### src/rtl/doorbell_pkg.sv
package doorbell_pkg;

  // strobes handed from control to datapath for one processor
  typedef struct packed {
    logic setHit;   // trigger write targets this processor
    logic causeWr;  // clear-by-zero write to the cause register
    logic maskWr;   // overwrite of the mask register
  } cpuStrobeT;

  typedef enum logic {
    SEL_CAUSE = 1'b0,
    SEL_MASK  = 1'b1
  } regSelT;

endpackage

### src/rtl/doorbell_ctrl.sv
module doorbell_ctrl
  import doorbell_pkg::*;
#(
  parameter int NCPU    = 2,
  parameter int DBW     = 32,
  parameter int TGT_LSB = 8
) (
  input  logic                              trigValid,
  input  logic [DBW-1:0]                    trigData,
  input  logic                              regWrite,
  input  logic                              regSel,
  input  logic [(NCPU>1?$clog2(NCPU):1)-1:0] cpuSel,
  output cpuStrobeT [NCPU-1:0]              strobes,
  output logic [DBW-1:0]                    setVec
);

  localparam int IDXW = $clog2(DBW);
  localparam int CPUW = (NCPU > 1) ? $clog2(NCPU) : 1;

  logic [IDXW-1:0] dbIdx;
  logic [NCPU-1:0] targets;
  logic            unusedTrig;

  assign dbIdx      = trigData[IDXW-1:0];
  assign targets    = trigData[TGT_LSB +: NCPU];
  assign unusedTrig = ^trigData;

  // one-hot decode of the doorbell being raised
  always_comb begin
    setVec = '0;
    setVec[dbIdx] = 1'b1;
  end

  for (genvar c = 0; c < NCPU; c++) begin : g_cpu
    logic hitCpu;
    assign hitCpu             = (cpuSel == CPUW'(c));
    assign strobes[c].setHit  = trigValid & targets[c];
    assign strobes[c].causeWr = regWrite & hitCpu & (regSelT'(regSel) == SEL_CAUSE);
    assign strobes[c].maskWr  = regWrite & hitCpu & (regSelT'(regSel) == SEL_MASK);
  end

endmodule

### src/rtl/doorbell_datapath.sv
module doorbell_datapath
  import doorbell_pkg::*;
#(
  parameter int NCPU      = 2,
  parameter int DBW       = 32,
  parameter int IPI_COUNT = 8
) (
  input  logic                              clk,
  input  logic                              rst_n,
  input  logic                              ipiMode,
  input  cpuStrobeT [NCPU-1:0]              strobes,
  input  logic [DBW-1:0]                    setVec,
  input  logic [DBW-1:0]                    regWdata,
  input  logic                              regSel,
  input  logic [(NCPU>1?$clog2(NCPU):1)-1:0] cpuSel,
  output logic [NCPU-1:0][DBW-1:0]          causeArr,
  output logic [NCPU-1:0][DBW-1:0]          maskArr,
  output logic [DBW-1:0]                    rdData,
  output logic [NCPU-1:0]                   sumLo,
  output logic [NCPU-1:0]                   sumHi
);

  localparam int CPUW = (NCPU > 1) ? $clog2(NCPU) : 1;
  localparam int HALF = DBW / 2;
  localparam logic [DBW-1:0] LO_MSI_GRP = {{HALF{1'b0}}, {HALF{1'b1}}};
  localparam logic [DBW-1:0] LO_IPI_GRP = {{(DBW-IPI_COUNT){1'b0}}, {IPI_COUNT{1'b1}}};
  localparam logic [DBW-1:0] HI_GRP     = ~LO_MSI_GRP;

  logic [DBW-1:0] loGrp;
  assign loGrp = ipiMode ? LO_IPI_GRP : LO_MSI_GRP;

  for (genvar c = 0; c < NCPU; c++) begin : g_cpu
    logic [DBW-1:0] causeQ, maskQ, causeNext, live;

    // clear-by-zero first, then the trigger set on top so that it wins
    always_comb begin
      causeNext = causeQ;
      if (strobes[c].causeWr) causeNext = causeNext & regWdata;
      if (strobes[c].setHit)  causeNext = causeNext | setVec;
    end

    always_ff @(posedge clk or negedge rst_n) begin
      if (!rst_n) begin
        causeQ <= '0;
        maskQ  <= '0;
      end else begin
        causeQ <= causeNext;
        if (strobes[c].maskWr) maskQ <= regWdata;
      end
    end

    assign live        = causeQ & maskQ;
    assign sumLo[c]    = |(live & loGrp);
    assign sumHi[c]    = |(live & HI_GRP);
    assign causeArr[c] = causeQ;
    assign maskArr[c]  = maskQ;
  end

  always_comb begin
    rdData = '0;
    for (int c = 0; c < NCPU; c++) begin
      if (cpuSel == CPUW'(c))
        rdData = (regSelT'(regSel) == SEL_MASK) ? maskArr[c] : causeArr[c];
    end
  end

endmodule

### src/rtl/doorbell_unit.sv
module doorbell_unit
  import doorbell_pkg::*;
#(
  parameter int NCPU      = 2,
  parameter int DBW       = 32,
  parameter int IPI_COUNT = 8,
  parameter int TGT_LSB   = 8
) (
  input  logic                              clk,
  input  logic                              rst_n,
  input  logic                              ipiMode,
  input  logic                              trigValid,
  input  logic [DBW-1:0]                    trigData,
  input  logic                              regWrite,
  input  logic                              regSel,
  input  logic [(NCPU>1?$clog2(NCPU):1)-1:0] cpuSel,
  input  logic [DBW-1:0]                    regWdata,
  output logic [DBW-1:0]                    rdData,
  output logic [NCPU-1:0]                   sumLo,
  output logic [NCPU-1:0]                   sumHi
);

  cpuStrobeT [NCPU-1:0]     strobes;
  logic [DBW-1:0]           setVec;
  logic [NCPU-1:0][DBW-1:0] causeArr;
  logic [NCPU-1:0][DBW-1:0] maskArr;

  doorbell_ctrl #(.NCPU(NCPU), .DBW(DBW), .TGT_LSB(TGT_LSB)) u_ctrl (
    .trigValid(trigValid),
    .trigData (trigData),
    .regWrite (regWrite),
    .regSel   (regSel),
    .cpuSel   (cpuSel),
    .strobes  (strobes),
    .setVec   (setVec)
  );

  doorbell_datapath #(.NCPU(NCPU), .DBW(DBW), .IPI_COUNT(IPI_COUNT)) u_dp (
    .clk     (clk),
    .rst_n   (rst_n),
    .ipiMode (ipiMode),
    .strobes (strobes),
    .setVec  (setVec),
    .regWdata(regWdata),
    .regSel  (regSel),
    .cpuSel  (cpuSel),
    .causeArr(causeArr),
    .maskArr (maskArr),
    .rdData  (rdData),
    .sumLo   (sumLo),
    .sumHi   (sumHi)
  );

endmodule

### config.mk
export PLATFORM = sky130hd
export DESIGN_NAME = doorbell_unit
export DESIGN_NICKNAME = d
export VERILOG_FILES = /design/src/rtl/doorbell_pkg.sv /design/src/rtl/doorbell_ctrl.sv /design/src/rtl/doorbell_datapath.sv /design/src/rtl/doorbell_unit.sv
export SDC_FILE = /design/constraint.sdc
export NUM_CORES = 1
export LEC_CHECK = 0
export BUFFER_PORTS_ARGS = -buffer_cell sky130_fd_sc_hd__buf_2
export CORE_MARGIN = 2
export CORE_UTILIZATION = 60
export CTS_CLUSTER_SIZE = 10
export DETAILED_ROUTE_END_ITERATION = 12
export GPL_TIMING_DRIVEN = 0
export HOLD_SLACK_MARGIN = 0.1
export PLACE_DENSITY = 0.85
export SLEW_MARGIN = 30
export SYNTH_ARGS = -nofsm -noshare
export SYNTH_HDL_FRONTEND = slang
export SYNTH_SLANG_ARGS = --single-unit
### constraint.sdc
create_clock -name clk -period 1.85 [get_ports clk]
set_clock_uncertainty 0.05 [all_clocks]
set_input_delay 0.0925 -clock clk [delete_from_list [all_inputs] [get_ports clk]]
set_output_delay 0.0925 -clock clk [all_outputs]
set_load 0.01 [all_outputs]
### Yosys cells after proc, flatten, opt, wreduce, memory -nomap -nowiden

Cells that the tools add are included.

| storage, ports and cells | value |
|---|---|
| flip-flop bits (word level) | 128 |
| input bits | 71 |
| output and inout bits | 36 |

| cells by class | value |
|---|---|
| order comparisons | 2 |
| muxes and demuxes | 10 |
| bitwise logic cells | 18 |
| reductions and logical operators | 5 |

Operators with widths:

| cell | number |
|---|---|
| 2-to-1 mux 32 bit | 7 |
| AND 32 bit | 6 |
| OR 32 bit | 2 |
| OR reduction 32 bit | 2 |
| OR reduction 16 bit | 2 |
| 2-to-1 mux 16 bit | 1 |
| AND 1 bit | 8 |
| less-than comparator 5 x 6 -> 1 bit (second input constant) | 1 |
| demux 1 bit (select 5 bit) | 1 |
| greater-or-equal comparator 5 x 1 -> 1 bit (second input constant) | 1 |
| inverter 1 bit | 2 |
| logical AND 1 bit | 1 |
| 2-to-1 mux 1 bit | 1 |

### Logic depth before layout (Yosys ltp)

| depth | value |
|---|---|
| depth in word-level cells | 6 |
| depth in mapped cells | 5 |

### By module

From an unflattened synthesis, not the netlist that was laid out.

| second synthesis, totals | value |
|---|---|
| cell total of the unflattened synthesis | 472 |
| area total of the unflattened synthesis | 6358.6 µm² |

Modules (own cells, without submodules):

| module | times used | cells each | area an instance (µm²) | seq. area each (µm²) |
|---|---|---|---|---|
| doorbell_datapath | 1 | 418 | 6102.1 | 3203.1 |
| doorbell_ctrl | 1 | 54 | 256.5 | 0.0 |

### Worst setup path before layout

Ideal clock, no wire load.

| timing | value |
|---|---|
| path type | input -> register |
| start | input cpuSel |
| end | register u_dp.g_cpu[0].causeQ[24] |
| setup time | 132 ps |
| arrival | 955 ps |
| required time | 1668 ps |
| path slack | 713 ps |
| cell stages on the path | 5 |
| path buffers | 2 |
| cell sequence | buf_4 > or3b_4 > buf_6 > o21ai_2 > o21ai_0 |

| between the ends | value |
|---|---|
| longest elaborated chain between the ends | 6 |

RTL lines:

| element | line | source |
|---|---|---|
| start, declared | doorbell_unit.sv:16 | `input logic [(NCPU>1?$clog2(NCPU):1)-1:0] cpuSel,` |
| inverter 1 bit (*) | -- |  |
| AND 1 bit (*) (2 in a row) | doorbell_ctrl.sv:38 | `assign strobes[c].causeWr = regWrite & hitCpu & (regSelT'(regSel) == SEL_CAUSE);` |
| 2-to-1 mux 32 bit (*) | doorbell_datapath.sv:38 | `if (strobes[c].causeWr) causeNext = causeNext & regWdata;` |
| OR 32 bit | doorbell_datapath.sv:39 | `if (strobes[c].setHit) causeNext = causeNext \| setVec;` |
| 2-to-1 mux 32 bit (*) | doorbell_datapath.sv:39 |  |
| named net u_dp.g_cpu[0].causeNext[24] | doorbell_datapath.sv:33 | `logic [DBW-1:0] causeQ, maskQ, causeNext, live;` |
| end signal, assigned | doorbell_datapath.sv:47 | `causeQ <= causeNext;` |
| end, declared | doorbell_datapath.sv:33 |  |

Mark *: on every way through the listed nets, which the timed path passes. The rest lies on a longest branch.
A chain may end at the register's enable or synchronous reset.

### Worst setup path after layout

| timing | value |
|---|---|
| start | register u_dp.g_cpu[1].causeQ[16] |
| end | output sumHi[1] |

| between the ends | value |
|---|---|
| longest elaborated chain between the ends | 2 |

RTL lines:

| element | line | source |
|---|---|---|
| start, declared | doorbell_datapath.sv:33 |  |
| start signal, assigned | doorbell_datapath.sv:47 |  |
| AND 32 bit | doorbell_datapath.sv:52 | `assign live = causeQ & maskQ;` |
| OR reduction 16 bit | doorbell_datapath.sv:54 | `assign sumHi[c] = \|(live & HI_GRP);` |
| end, declared | doorbell_unit.sv:20 | `output logic [NCPU-1:0] sumHi` |

Every way passes these cells.

==> results.py <==
metrics = {
    "worst_setup_path": {
        "endpoint_kind": "output pin",
        "crit_path_max_fanout": 3,
        "critPathKind": "flip-flop to output pin",
        "crit_required_ns": 1.71,
        "critPathArrivalTime_ns": 1.80,
        "start_kind": "flip-flop",
    },
    "yosys": {
        "synthesis.area_per_instance_um2": 13.5,
        "ys_seq_elements": 128,
        "synthCells": 438,
        "yosysUniqueCellTypes": 25,
        "seq_area_frac_synth_pct": 54.0,
        "yosys_warnings": 0,
        "syn-cell-area_mm2": 0.00593,
        "syn_nets": 509,
    },
    "final_layout": {
        "final_common_cell": "dfrtp_1",
        "final_cell_mix": "dfrtp_1 (128), buf_2 (80), o21ai_0 (79)",
        "post_route_cells_drive_above_1_share_pct": 40.8,
        "fin_nets": 658,
        "area_growth_pct": 29.8,
    },
    "routing": {
        "drt-total-wl_um": 18300,
        "drcViolationCount": 0,
        "wire_per_inst_um": 24.9,
        "vias_per_cell": 6.72,
        "drtPass1Iterations": 5,
        "vias": 4931,
        "drt_first_iter_violations": 443,
        "route.antenna.remaining_nets": 0,
    },
    "sta": {
        "worstMarginPinSlew_ns": 0.757,
        "period_share_pct": 105,
        "hold_viol": 0,
        "rsz0062_at_grt": "yes",
        "setup_slack_ns": -0.0897,
        "slew-limit-headroom_pct": 49.4,
        "fmax_mhz": 516,
        "fin_setup_tns_ns": -0.175,
        "period_needed_ns": 1.94,
        "setup_viol": 4,
        "maxSlewViolCount": 0,
    },
    "clocking": {
        "cts_buffers": 17,
        "htree_levels": 4,
        "clkSinkCount": 128,
        "clk_latency_ns": 0.53,
        "cts_tree": "done",
        "cts.path.max_buffers": 2,
        "clk_pin_slew_ns": 0.06,
        "cts_root_buf": "clkbuf_8",
    },
    "die": {
        "num_io_pins": 107,
        "rows": 36,
        "core_area_mm2": 0.00968,
        "fp.dieW_um": 103,
        "die_h_um": 103,
        "initial_core_util_pct": 61.2,
        "die_area_mm2": 0.0107,
    },
    "outcome": {
        "outcome": "finished, violations left",
        "violations": "setup timing",
    },
    "global_routing": {
        "grt_first_pass_wirelength_um": 27200,
        "track_usage_pct": 35.7,
        "antenna_found_initial": 0,
        "grt_pass1_vias": 4972,
        "grt_max_degree": 79,
        "gr-total-overflow": 0,
    },
    "placement": {
        "place_ws_ns": 0.298,
        "io_buffer_count": 78,
        "dp_hpwl_um": 11000,
        "gp_congestion": 0.848,
    },
    "run": {
        "max_cap_viol_count": 0,
    },
    "min_path": {
        "worstHoldPathType": "input pin to flip-flop",
    },
    "power_and_ir_drop": {
        "powerDensity_mw_per_mm2": 1090,
        "leakagePower_nw": 3.32,
        "peakVddDrop_v": 0.000808,
    },
}
## report_power, final
group | switching, W | internal, W | leakage (nW)
combinational | 0.000719 | 0.000824 | 1.41
sequential | 0.000384 | 0.00321 | 1.62
clock | 0.00128 | 0.00194 | 0.276
total | 0.00238 | 0.00597 | 3.32
## final timing paths
| check | from | endpoint | slack [ns] | depth (start not counted) |
|---|---|---|---|---|
| worst min-delay path | trigData[8] | u_dp.g_cpu[0].causeQ[30] | 0.20 | 3 |
| worst max register to register | u_dp.g_cpu[1].maskQ[31] | u_dp.g_cpu[1].maskQ[31] | 0.43 | 2 |
| worst max-delay path | u_dp.g_cpu[1].causeQ[16] | sumHi[1] | -0.09 | 4 |
| worst min register to register | u_dp.g_cpu[1].maskQ[7] | u_dp.g_cpu[1].maskQ[7] | 0.48 | 1 |
| min in group asynchronous | rst_n | u_dp.g_cpu[0].maskQ[23] | 0.53 | 3 |
| max in group asynchronous | rst_n | u_dp.g_cpu[1].maskQ[6] | 0.50 | 4 |
## sequential cells by signal, indices dropped and copies added, names as in the netlist
register,cells
u_dp.g_cpu.maskQ,64
u_dp.g_cpu.causeQ,64
## final cells by class
cell class / instances / area, um2
buffer: 23 / 141
sequential: 128 / 3200
timing repair buffer: 130 / 956
tap: 133 / 166
fill: 535 / 1990
antenna: 1 / 2.50
clock buffer: 18 / 428
multi-input combinational: 287 / 2650
clock inverter: 14 / 143
## timing repair
item / in CTS / in global routing
setup buffers: 4 / 3
gates resized for setup: 9 / 10
gates cloned: 0 / 0
endpoints found under the hold margin: 256 / 0
pin swaps: 4 / 6
endpoints found under the setup margin: 4 / 7
hold buffers: 44 / 0
## per-layer routing
metal  GRT usage (%)  vias to the layer above  routed length, um
li1                -                     2030                  -
met1            46.2                     2509               6760
met2            55.7                      324               9060
met3            10.1                       68               1770
met4            18.5                        0                673
met5               0                        -                  0
## critical path, cell delays in order (launching register included)
cell and delay (ns):
dfrtp_1 0.41, a22o_1 0.26, a221oi_2 0.26, nand4_1 0.15, buf_2 0.17
## synth_stat cells, drive strengths merged
master,instances,area [um2]
or3,1,6.26
mux4,32,721
o21ai,128,671
or3b,2,20.0
nand3,8,40.0
nor2,3,11.3
nand3b,5,50.1
mux2,64,721
nand2,2,7.51
buf,16,115
clkbuf,7,26.3
nor2b,2,12.5
a22oi,12,90.1
a41o,2,20.0
a221oi,10,87.6
a22o,10,87.6
dfrtp,128,3200
nand4,6,37.5
## kinds of logic (layout without fill, tap and decap cells)
kind of cell | after synthesis | count (layout) | share of synthesized area, %
compound gates | 162 | 162 | 16.1
buf+inv | 23 | 185 | 2.39
flops | 128 | 128 | 54.0
mux | 96 | 96 | 24.3
other cells | 0 | 1 | 0
simple gates | 29 | 29 | 3.12
## metrics by stage
| step | cell area (um2) | cells | hold WS, ns | total power (W) | utilization, % |
|---|---|---|---|---|---|
| CTS | 7620 | 730 | 0.156 | 0.00822 | 78.7 |
| finish | 7690 | 734 | 0.203 | 0.00836 | 79.4 |
| detailed placement | 6520 | 650 | -0.0278 | 0.00489 | 67.3 |
| global placement | 6480 | 649 | 0.304 | 0.00480 | 67.0 |
| floorplan | 5930 | 438 | -0.253 | 0.00431 | - |
| global route | 7690 | 733 | 0.186 | 0.00862 | 79.4 |
No activity file was read; power rests on OpenSTA's default activity.
